`config.mk`:
```
export PLATFORM = sky130hd
export DESIGN_NAME = rmrf_top
export DESIGN_NICKNAME = d
export VERILOG_FILES = /design/src/rtl/rmrf_pkg.sv /design/src/rtl/rmrf_arch_file.sv /design/src/rtl/rmrf_map_table.sv /design/src/rtl/rmrf_slot_unit.sv /design/src/rtl/rmrf_top.sv
export SDC_FILE = /design/constraint.sdc
export NUM_CORES = 1
export LEC_CHECK = 0
export BUFFER_PORTS_ARGS = -buffer_cell sky130_fd_sc_hd__buf_2
export CORE_AREA = 4 4 255 307
export CTS_CLUSTER_SIZE = 40
export DETAILED_ROUTE_END_ITERATION = 16
export DIE_AREA = 0 0 259 311
export GPL_TIMING_DRIVEN = 0
export PLACE_DENSITY = 0.81
export SLEW_MARGIN = 0
export SYNTH_ARGS = -nofsm -noshare
export SYNTH_HDL_FRONTEND = slang
export SYNTH_SLANG_ARGS = --single-unit
```
`constraint.sdc`:
```
create_clock -name clk -period 7.55 [get_ports clk]
set_clock_uncertainty 0.05 [all_clocks]
set_input_delay 1.51 -clock clk [delete_from_list [all_inputs] [get_ports clk]]
set_output_delay 1.51 -clock clk [all_outputs]
set_load 0.05 [all_outputs]
```
`src/rtl/rmrf_pkg.sv`:
```
// Package: shared structure kinds and the fixed identifier-to-kind assignment.
// Assumes five structures; identifiers 0 and 1 are delay queues.
package rmrf_pkg;

    typedef enum logic [1:0] {
        KIND_DELAY,
        KIND_DRAIN,
        KIND_STACK,
        KIND_RING
    } kind_e;

    localparam int NUM_STRUCT = 5;

    // Map a structure identifier to the kind of storage it implements.
    function automatic kind_e kind_of(input int idx);
        if (idx < 2)       return KIND_DELAY;
        else if (idx == 2) return KIND_DRAIN;
        else if (idx == 3) return KIND_STACK;
        else               return KIND_RING;
    endfunction

endpackage

```
`src/rtl/rmrf_arch_file.sv`:
```
// Module: the ordinary architected register file, one write port and one
// combinational read port. Assumes the caller gates writes for bound specifiers.
module rmrf_arch_file #(
    parameter int ARCH_N = 16,
    parameter int DATA_W = 16,
    localparam int SPEC_W = $clog2(ARCH_N)
) (
    input  logic              clk,
    input  logic              rst_n,
    input  logic              we,
    input  logic [SPEC_W-1:0] wspec,
    input  logic [DATA_W-1:0] wdata,
    input  logic [SPEC_W-1:0] rspec,
    output logic [DATA_W-1:0] rdata
);

    logic [DATA_W-1:0] regs [ARCH_N];

    // Clear on reset, otherwise store the write value.
    always_ff @(posedge clk) begin
        if (!rst_n) begin
            for (int i = 0; i < ARCH_N; i++) regs[i] <= '0;
        end else if (we) begin
            regs[wspec] <= wdata;
        end
    end

    // Combinational read.
    assign rdata = regs[rspec];

endmodule

```
`src/rtl/rmrf_map_table.sv`:
```
// Module: redirection table. Holds a bound flag and a structure identifier per
// specifier. Decodes map commands into bind/unbind and raises a one-cycle load
// strobe to the target structure on a bind. Lookups reflect the table before
// any command in the same cycle.
module rmrf_map_table #(
    parameter int ARCH_N     = 16,
    parameter int CFG_W      = 3,
    parameter int NUM_STRUCT = 5,
    localparam int SPEC_W    = $clog2(ARCH_N),
    localparam int SID_W     = $clog2(NUM_STRUCT)
) (
    input  logic                  clk,
    input  logic                  rst_n,
    input  logic                  cmd_valid,
    input  logic [SPEC_W-1:0]     cmd_spec,
    input  logic [CFG_W-1:0]      cmd_depth,
    input  logic [SID_W-1:0]      cmd_sid,
    input  logic [SPEC_W-1:0]     rd_spec,
    input  logic [SPEC_W-1:0]     wr_spec,
    output logic                  rd_hit,
    output logic [SID_W-1:0]      rd_sid,
    output logic                  wr_hit,
    output logic [SID_W-1:0]      wr_sid,
    output logic [NUM_STRUCT-1:0] load,
    output logic [ARCH_N-1:0]     bound
);

    logic [SID_W-1:0] bind_sid [ARCH_N];
    logic sid_ok, same_sid, do_unbind, do_bind;

    // Classify the incoming command.
    always_comb begin
        sid_ok    = (32'(cmd_sid) < NUM_STRUCT);
        same_sid  = (bind_sid[cmd_spec] == cmd_sid);
        do_unbind = cmd_valid && bound[cmd_spec] &&
                    ((cmd_depth == '0) || (sid_ok && same_sid));
        do_bind   = cmd_valid && !do_unbind && sid_ok && (cmd_depth != '0);
    end

    // One load strobe per structure.
    for (genvar g = 0; g < NUM_STRUCT; g++) begin : g_load
        assign load[g] = do_bind && (cmd_sid == SID_W'(g));
    end

    // Update the table entry named by the command.
    always_ff @(posedge clk) begin
        if (!rst_n) begin
            bound <= '0;
            for (int i = 0; i < ARCH_N; i++) bind_sid[i] <= '0;
        end else if (do_unbind) begin
            bound[cmd_spec] <= 1'b0;
        end else if (do_bind) begin
            bound[cmd_spec]    <= 1'b1;
            bind_sid[cmd_spec] <= cmd_sid;
        end
    end

    // Lookups for both access ports.
    assign rd_hit = bound[rd_spec];
    assign rd_sid = bind_sid[rd_spec];
    assign wr_hit = bound[wr_spec];
    assign wr_sid = bind_sid[wr_spec];

endmodule

```
`src/rtl/rmrf_slot_unit.sv`:
```
// Module: one custom structure with 2**CFG_W slots, of which `depth` are used.
// KIND selects delay queue, draining queue, stack or ring. Read data is
// combinational and is zero when the read would underflow. A load empties the
// structure and has priority over any access in the same cycle.
module rmrf_slot_unit
    import rmrf_pkg::*;
#(
    parameter kind_e KIND   = KIND_DELAY,
    parameter int    DATA_W = 16,
    parameter int    CFG_W  = 3,
    localparam int   SLOTS  = 1 << CFG_W,
    localparam int   SUM_W  = CFG_W + 1
) (
    input  logic              clk,
    input  logic              rst_n,
    input  logic              load,
    input  logic [CFG_W-1:0]  load_depth,
    input  logic              rd_req,
    input  logic              wr_req,
    input  logic [DATA_W-1:0] wr_data,
    output logic [DATA_W-1:0] rd_data,
    output logic              rd_fault,
    output logic              wr_fault
);

    logic [DATA_W-1:0] mem [SLOTS];
    logic [CFG_W-1:0]  depth, head, cnt, wptr;
    logic [CFG_W-1:0]  top, tail, head_nx, wptr_nx;
    logic              full, empty, rd_ok, pop;

    // Reduce a sum below 2*depth into the range 0..depth-1.
    function automatic logic [CFG_W-1:0] wrap_idx(input logic [SUM_W-1:0] s,
                                                  input logic [CFG_W-1:0] d);
        logic [SUM_W-1:0] r;
        r = (s >= {1'b0, d}) ? s - {1'b0, d} : s;
        return r[CFG_W-1:0];
    endfunction

    // Occupancy, pointer arithmetic and read availability.
    always_comb begin
        full    = (cnt == depth);
        empty   = (cnt == '0);
        top     = empty ? '0 : cnt - 1'b1;
        tail    = wrap_idx({1'b0, head} + {1'b0, cnt}, depth);
        head_nx = wrap_idx({1'b0, head} + SUM_W'(1), depth);
        wptr_nx = wrap_idx({1'b0, wptr} + SUM_W'(1), depth);
        case (KIND)
            KIND_DELAY: rd_ok = full && !empty;
            default:    rd_ok = !empty;
        endcase
        pop      = rd_req && rd_ok;
        rd_data  = !rd_ok ? '0 : (KIND == KIND_STACK) ? mem[top] : mem[head];
        rd_fault = rd_req && !rd_ok;
        wr_fault = (KIND == KIND_STACK) && wr_req && full && !rd_req;
    end

    // Apply load, push, pop and pointer moves for the selected kind.
    always_ff @(posedge clk) begin
        if (!rst_n) begin
            depth <= '0;
            head  <= '0;
            cnt   <= '0;
            wptr  <= '0;
        end else if (load) begin
            depth <= load_depth;
            head  <= '0;
            cnt   <= '0;
            wptr  <= '0;
        end else if (KIND == KIND_STACK) begin
            if (wr_req && pop) begin
                mem[top] <= wr_data;
            end else if (wr_req && !full) begin
                mem[cnt] <= wr_data;
                cnt      <= cnt + 1'b1;
            end else if (pop) begin
                cnt <= cnt - 1'b1;
            end
        end else if (KIND == KIND_RING) begin
            if (wr_req) begin
                mem[wptr] <= wr_data;
                wptr      <= wptr_nx;
                if (!full) cnt <= cnt + 1'b1;
            end
            if (pop) head <= head_nx;
        end else begin
            if (wr_req) mem[tail] <= wr_data;
            if ((KIND == KIND_DRAIN && pop) || (wr_req && full)) head <= head_nx;
            if (wr_req && !full && !(KIND == KIND_DRAIN && pop)) cnt <= cnt + 1'b1;
            else if (KIND == KIND_DRAIN && pop && !wr_req)       cnt <= cnt - 1'b1;
        end
    end

endmodule

```
`src/rtl/rmrf_top.sv`:
```
// Module: top of the remappable register file. Routes each access through the
// table to the register file or to one of the five structures, and keeps the
// sticky error flag. Assumes one read and one write port per cycle.
module rmrf_top
    import rmrf_pkg::*;
#(
    parameter int ARCH_N  = 16,
    parameter int DATA_W  = 16,
    parameter int CFG_W   = 3,
    localparam int SPEC_W = $clog2(ARCH_N),
    localparam int SID_W  = $clog2(NUM_STRUCT)
) (
    input  logic              clk,
    input  logic              rst_n,
    input  logic              map_valid,
    input  logic [SPEC_W-1:0] map_spec,
    input  logic [CFG_W-1:0]  map_depth,
    input  logic [SID_W-1:0]  map_sel,
    input  logic              rd_en,
    input  logic [SPEC_W-1:0] rd_spec,
    output logic [DATA_W-1:0] rd_data,
    input  logic              wr_en,
    input  logic [SPEC_W-1:0] wr_spec,
    input  logic [DATA_W-1:0] wr_data,
    output logic              err
);

    logic                  rd_hit, wr_hit, rd_fault, wr_fault;
    logic [SID_W-1:0]      rd_sid, wr_sid;
    logic [NUM_STRUCT-1:0] unit_load, unit_rf, unit_wf;
    logic [ARCH_N-1:0]     bound_vec;
    logic [DATA_W-1:0]     arch_rdata;
    logic [DATA_W-1:0]     unit_rdata [NUM_STRUCT];

    rmrf_map_table #(.ARCH_N(ARCH_N), .CFG_W(CFG_W), .NUM_STRUCT(NUM_STRUCT)) u_map (
        .clk(clk), .rst_n(rst_n),
        .cmd_valid(map_valid), .cmd_spec(map_spec), .cmd_depth(map_depth), .cmd_sid(map_sel),
        .rd_spec(rd_spec), .wr_spec(wr_spec),
        .rd_hit(rd_hit), .rd_sid(rd_sid), .wr_hit(wr_hit), .wr_sid(wr_sid),
        .load(unit_load), .bound(bound_vec)
    );

    rmrf_arch_file #(.ARCH_N(ARCH_N), .DATA_W(DATA_W)) u_arch (
        .clk(clk), .rst_n(rst_n),
        .we(wr_en && !wr_hit), .wspec(wr_spec), .wdata(wr_data),
        .rspec(rd_spec), .rdata(arch_rdata)
    );

    // One structure per identifier, kind chosen by the package.
    for (genvar g = 0; g < NUM_STRUCT; g++) begin : g_unit
        rmrf_slot_unit #(.KIND(kind_of(g)), .DATA_W(DATA_W), .CFG_W(CFG_W)) u_slot (
            .clk(clk), .rst_n(rst_n),
            .load(unit_load[g]), .load_depth(map_depth),
            .rd_req(rd_en && rd_hit && (rd_sid == SID_W'(g))),
            .wr_req(wr_en && wr_hit && (wr_sid == SID_W'(g))),
            .wr_data(wr_data),
            .rd_data(unit_rdata[g]), .rd_fault(unit_rf[g]), .wr_fault(unit_wf[g])
        );
    end

    // Select the read source from the lookup.
    always_comb begin
        rd_data = arch_rdata;
        if (rd_hit) begin
            rd_data = '0;
            for (int i = 0; i < NUM_STRUCT; i++)
                if (rd_sid == SID_W'(i)) rd_data = unit_rdata[i];
        end
    end

    assign rd_fault = |unit_rf;
    assign wr_fault = |unit_wf;

    // Sticky error flag.
    always_ff @(posedge clk) begin
        if (!rst_n)                    err <= 1'b0;
        else if (rd_fault || wr_fault) err <= 1'b1;
    end

endmodule

```
**Yosys cells after proc, flatten, opt, wreduce, memory -nomap -nowiden**

Memories as Yosys holds them, arrays and structs flattened. A register that Yosys moved wholly into a read port is not among the register bits.
Index checks and enable logic that the tools add are counted.

- ROM bits: 0
- Bits in latches: 0
- Memories: 7
- Memory bits (writable): 944
- Register bits: 62

Memories:

| memory | depth | width | rd ports | clocked after Yosys merged registers in | write ports | line | text |
|---|---|---|---|---|---|---|---|
| u_arch.regs | 16 | 16 | 1 | 0 | 16 | rmrf_arch_file.sv:17 | `logic [DATA_W-1:0] regs [ARCH_N];` |
| g_unit[0].u_slot.mem | 8 | 16 | 1 | 1 | 1 | rmrf_slot_unit.sv:26 | `logic [DATA_W-1:0] mem [SLOTS];` |
| g_unit[1].u_slot.mem | 8 | 16 | 1 | 1 | 1 | rmrf_slot_unit.sv:26 |  |
| g_unit[2].u_slot.mem | 8 | 16 | 1 | 1 | 1 | rmrf_slot_unit.sv:26 |  |
| g_unit[3].u_slot.mem | 8 | 16 | 1 | 0 | 1 | rmrf_slot_unit.sv:26 |  |
| g_unit[4].u_slot.mem | 8 | 16 | 1 | 1 | 1 | rmrf_slot_unit.sv:26 |  |
| +1 memories | n/a | n/a | n/a | n/a | n/a | n/a |  |

- Divide/modulo/power cells: 0
- Reductions and logical operators: 90
- Multiply operators: 0
- Multiplexer cells: 84
- Shifts and indexed selects: 0
- $add $sub $neg: 23
- Bitwise gates (word level): 6
- $lt $le $gt $ge: 13
- Eq/ne operators: 18

Operator list:

| kind | count |
|---|---|
| 2-to-1 mux 16 bit | 15 |
| 2-to-1 mux 3 bit | 23 |
| logical AND 1 bit | 47 |
| 2-to-1 mux 1 bit | 40 |
| greater-or-equal comparator 4 x 3 -> 1 bit | 8 |
| OR reduction 16 bit | 2 |
| logical NOT 3 bit | 9 |
| subtractor 3 bit | 8 |
| adder 3 x 1 -> 4 bit (second input constant) | 5 |
| == test 3 x 2 -> 1 bit (second input constant) | 6 |
| == test 3 bit | 6 |
| bitwise AND 16 bit | 1 |
| logical NOT 1 bit | 16 |
| NOT 16 bit | 1 |
| bitwise OR 16 bit | 1 |
| adder 3 x 1 -> 3 bit (second input constant) | 5 |
| less-than comparator 4 x 5 -> 1 bit (second input constant) | 3 |
| adder 3 x 3 -> 4 bit | 3 |
| binary-select mux 1 bit (select 4 bit) | 3 |
| OR reduction 2 bit | 5 |
| == test 3 x 1 -> 1 bit (second input constant) | 3 |
| == test 3 bit (second input constant) | 3 |
| 2-to-1 mux 4 bit | 2 |
| nonzero test 2 bit | 3 |
| 10 further kinds | 16 |

**Longest topological paths before layout**

An unclocked memory read counts as a cell.

- Word-level depth: 15
- Gate-level depth with buffers: 14

**Modules after synthesis**

Synthesis repeated with hierarchy kept, for this count alone.

- Cell total of the unflattened synthesis: 2841
- Area, all modules: 46231.8 µm²

Modules (own cells, without submodules):

| module | instances | area an instance (µm²) | seq. area each (µm²) | cells an instance |
|---|---|---|---|---|
| rmrf_arch_file | 1 | 11593.6 | 7687.4 | 722 |
| rmrf_slot_unit at g_unit[2].u_slot | 1 | 5916.9 | 4083.9 | 323 |
| rmrf_slot_unit at g_unit[1].u_slot | 1 | 5915.7 | 4083.9 | 325 |
| rmrf_slot_unit at g_unit[0].u_slot | 1 | 5895.7 | 4083.9 | 317 |
| rmrf_slot_unit at g_unit[4].u_slot | 1 | 5861.9 | 4144.0 | 316 |
| rmrf_slot_unit at g_unit[3].u_slot | 1 | 5542.8 | 3963.8 | 308 |
| rmrf_map_table | 1 | 4511.8 | 1761.7 | 375 |
| rmrf_top | 1 | 993.5 | 20.0 | 155 |

**Least setup slack after synthesis**

No wires, ideal clock.

- Path kind: input port to output port
- From: in rd_spec[1]
- To: out rd_data[2]
- Arrival: 4.825 ns
- Setup slack: 1.165 ns
- Stages on the path: 10
- Cells stage by stage: buf_4 > mux4_2 > a22o_1 > or2_2 > nor3_1 > nand2_1 > clkbuf_1 > nor2_1 > nor3_1 > o21ai_0

- Cells in the longest elaborated chain, start to end: 8
- Elaborated cells between the ends (all ways): 15
- Those cells by class: 4 x eq/ne; 8 x mux; 1 x reduce/logical; 2 x memory

Ends and longest elaborated chain:

| element | line | text |
|---|---|---|
| from (decl) | rmrf_top.sv:20 | `input logic [SPEC_W-1:0] rd_spec,` |
| memory (16 x 3 bit) | n/a |  |
| logical NOT 3 bit | rmrf_top.sv:67 | `if (rd_sid == SID_W'(i)) rd_data = unit_rdata[i];` |
| 2-to-1 mux 16 bit (5 in series) | rmrf_top.sv:67 |  |
| 2-to-1 mux 16 bit * | rmrf_top.sv:64 | `if (rd_hit) begin` |
| to (decl) | rmrf_top.sv:21 | `output logic [DATA_W-1:0] rd_data,` |

Every way passes the cells marked *; elsewhere a longest branch is shown, timed or not. The select of a mux whose other input is x is not followed.

**Final worst setup path**

- From: in rd_spec[1]
- To: out rd_data[4]

The elaborated chain is that of the path after synthesis.

==> results.tsv <==
metric	value	unit
clockRootBuffer	clkbuf_16	
postRouteAntennaNets	0	
core-area	75000	um^2
grt_usage	28.7	%
grt_pass1_vias	27374	
synth_top_area_share	63.4	%
synth_area	44700	um^2
synth_xor_area_share	0.862	%
overflow	0	
num_vias	26384	
cts.sinks	1018	
wl	115000	um
synth_compound_area_share	3.12	%
grt_pass1_wl	172000	um
synthDistinctLibCells	66	
period_share	99.2	%
finalMaxSlewViolations	0	
cts_inserted_buffers	96	
antenna_found_initial	3	
dr.pass1.iters	7	
start_util	59.6	%
critical_path.startpoint_type	primary input	
crit_start	rd_spec[1]	
p_per_area	235	nW/um^2
postSynthCellCount	2667	
die_w	259	um
dp_hpwl	79700	um
portBuffers	48	
drt_iter0_markers	3397	
clock_path_buffers	3	
synth_top_cell_by_area	edfxtp_1	
synth_area_leaders	edfxtp_1 63%, mux4_2 14%, dfxtp_1 3.3%	
max_cap_viol_count	0	
power.leakage	0.0166	uW
drcViolationCount	0	
min_from	g_unit[3].u_slot.depth[0]	
h-tree-depth	3	
cts_tree	yes	
cp_common_cell	buf_2	
cp_slowest_stage_delay	0.72	ns
ys_seq_area_share	66.7	%
synth_edf_count	944	
critical_path_class	in -> out	
async_reset_ff_share	0	%
ys_ff_latch	1018	
status	finished clean	
fp-row-count	110	
hold-worst-slack	0.444	ns
ioPinCount	56	
setup_violations	0	
hold_path_class	reg -> reg	
fin_crit	7.49	ns
cts_resized	0	
viasPerCell	6.64	
die_area	80500	um^2
drive_gt1_share	21.7	%
syn_nets	2766	
critPathMaxFanout	10	
ir_drop	0.236	mV
post-place-cells	3792	
gp_congestion	0.975	
post_drt_wl_per_cell	28.9	um
relSlewSlack	15.8	%
clk_pin_slew	0.06	ns
synth_top_family_by_area	multiplexers	
clk_latency	0.69	ns
avgSynthCellArea	16.8	um^2
dieHeight	311	um
critPathSlowestCell	nor3_1	
end_kind	output port	
yosys.area_share.simple	8.20	%
nets	2981	
cp.required	5.99	ns
max_freq	0.133	GHz
rsz0062_at_grt	false	
worstMarginPinSlew	1.25	ns
crit_chain	buf_2 -> buf_4 -> mux4_2 -> a22o_1 -> or2_2 -> nand4_1 -> clkbuf_1 -> o22ai_1 -> nor3_1 -> o21ai_0 -> buf_2	
fin_cells	3972	
area_growth	12.6	%
grt_start_max_net_pins	48	
yosys_warnings	0	
final_hold_viol_count	0	
synth_top_flop_cell	edfxtp_1	
synthAdderAreaFrac	1.88	%
worstReg2RegStart	g_unit[1].u_slot.cnt[0]	
synth_mux_area_share	17.2	%
critPathArrivalTime	5.93	ns
[metrics by stage]
step	worst slack [ns]	utilization [%]	instance area (um^2)	total power (uW)	TNS [ns]
CTS	0.367	67.1	50400	11800	0
finish	0.0572	67.1	50400	11800	0
global route	0.00760	67.1	50400	12100	0
floorplan	1.16	-	44700	6770	0
global placement	-0.361	61.6	46200	7010	-49.47
detailed placement	0.445	62.9	47100	7050	0
[routing by layer]
metal / wire [um] / up-vias / track usage [%]
met5: 10 / - / 0
met4: 6500 / 2 / 14.0
met3: 11100 / 342 / 5.40
met2: 58000 / 1689 / 48.2
met1: 39200 / 13382 / 36.3
li1: - / 10969 / -
[logic make-up (layout without fill, tap and decap cells)]
| family | count (synthesis) | count (layout) |
|---|---|---|
| AO/OA/AOI/OAI | 216 | 216 |
| XOR/XNOR | 44 | 44 |
| adder cells (fa/ha/maj) | 60 | 60 |
| buffers and inverters | 222 | 518 |
| flip-flops | 1018 | 1018 |
| multiplexers | 415 | 415 |
| other | 0 | 1 |
| AND/OR/NAND/NOR | 692 | 692 |
[timing repair]
| action | in CTS | in global routing |
|---|---|---|
| hold buffers | 0 | 0 |
| buffers inserted | 0 | 0 |
| setup endpoints to repair | 0 | 1 |
[sequential cells by signal, summed over array words and instances, names as in the netlist, named ones only]
register             cells
g_unit.u_slot.cnt       15
g_unit.u_slot.mem      640
g_unit.u_slot.depth     15
err                      1
u_arch.regs            256
u_map.bind_sid          48
g_unit.u_slot.head      12
g_unit.u_slot.wptr       3
[area by class of cell]
class	instances	area, um^2
sequential	1018	29800
multi-input combinational	1427	14200
antenna	1	2.50
buffer	179	738
clock inverter	54	587
inverter	43	161
fill	4716	24700
tap	1008	1260
clock buffer	125	2620
timing repair buffer	117	913
[worst max-delay path: cells and delay by family]
kind / cells / cell delay, ns
multiplexers: 1 / 0.61
AO/OA/AOI/OAI: 3 / 1.04
buffers and inverters: 4 / 1.27
AND/OR/NAND/NOR: 3 / 1.47
[report_power, final]
| group | switching (uW) | leakage, uW | internal (uW) | total [uW] |
|---|---|---|---|---|
| registers | 40.7 | 0.00924 | 6250 | 6300 |
| logic | 451 | 0.00578 | 202 | 653 |
| clock network | 2130 | 0.00155 | 2750 | 4880 |
| total | 2620 | 0.0166 | 9210 | 11800 |
[cell usage after synthesis (4+ instances only)]
cell / instances
edfxtp_1: 944
mux4_2: 280
and2_1: 167
nor2_1: 142
clkbuf_1: 122
mux2i_1: 121
nand2_1: 113
and3_1: 99
dfxtp_1: 74
ha_1: 48
a21oi_1: 47
o21ai_0: 47
inv_1: 43
nand3_1: 37
o22ai_1: 35
buf_1: 31
nor3_1: 28
xnor2_1: 28
nor4_1: 26
buf_2: 19
nor2b_1: 18
nand4_1: 17
xor2_1: 16
a21o_1: 14
nand2b_1: 14
fa_1: 12
mux2_2: 12
a31oi_1: 10
o31ai_1: 9
a22oi_1: 8
a31o_2: 7
or3_1: 7
o211ai_1: 6
a22o_1: 5
and4_1: 5
a211oi_1: 4
o221ai_1: 4
or4_1: 4
[path summary, 6_finish.rpt]
| path | to | slack, ns | cells after the start |
|---|---|---|---|
| hold / removal | g_unit[3].u_slot.depth[0] | 0.44 | 2 |
| setup reg to reg | g_unit[1].u_slot.mem[1][15] | 2.68 | 13 |
| hold reg to reg | g_unit[3].u_slot.depth[0] | 0.44 | 2 |
| setup / recovery | rd_data[4] | 0.06 | 11 |
[layout by cell type (no fill, tap or decap), drive strengths merged, types with 6 or more instances in the layout]
cell type / n
nor3: 28
o211ai: 6
o31ai: 9
nor2b: 18
a31o: 7
a21oi: 47
clkinvlp: 6
nor2: 142
xor2: 16
ha: 48
or3: 7
mux2i: 122
edfxtp: 944
nand3: 37
dfxtp: 74
clkinv: 35
clkbuf: 248
o22ai: 35
nand2: 113
inv: 48
mux2: 12
nor4: 26
a22oi: 8
a31oi: 10
o21ai: 48
nand2b: 14
nand4: 17
and2: 167
buf: 173
mux4: 281
and3: 99
a21o: 14
fa: 12
bufinv: 8
xnor2: 28
(Power assumes the default switching activity.)
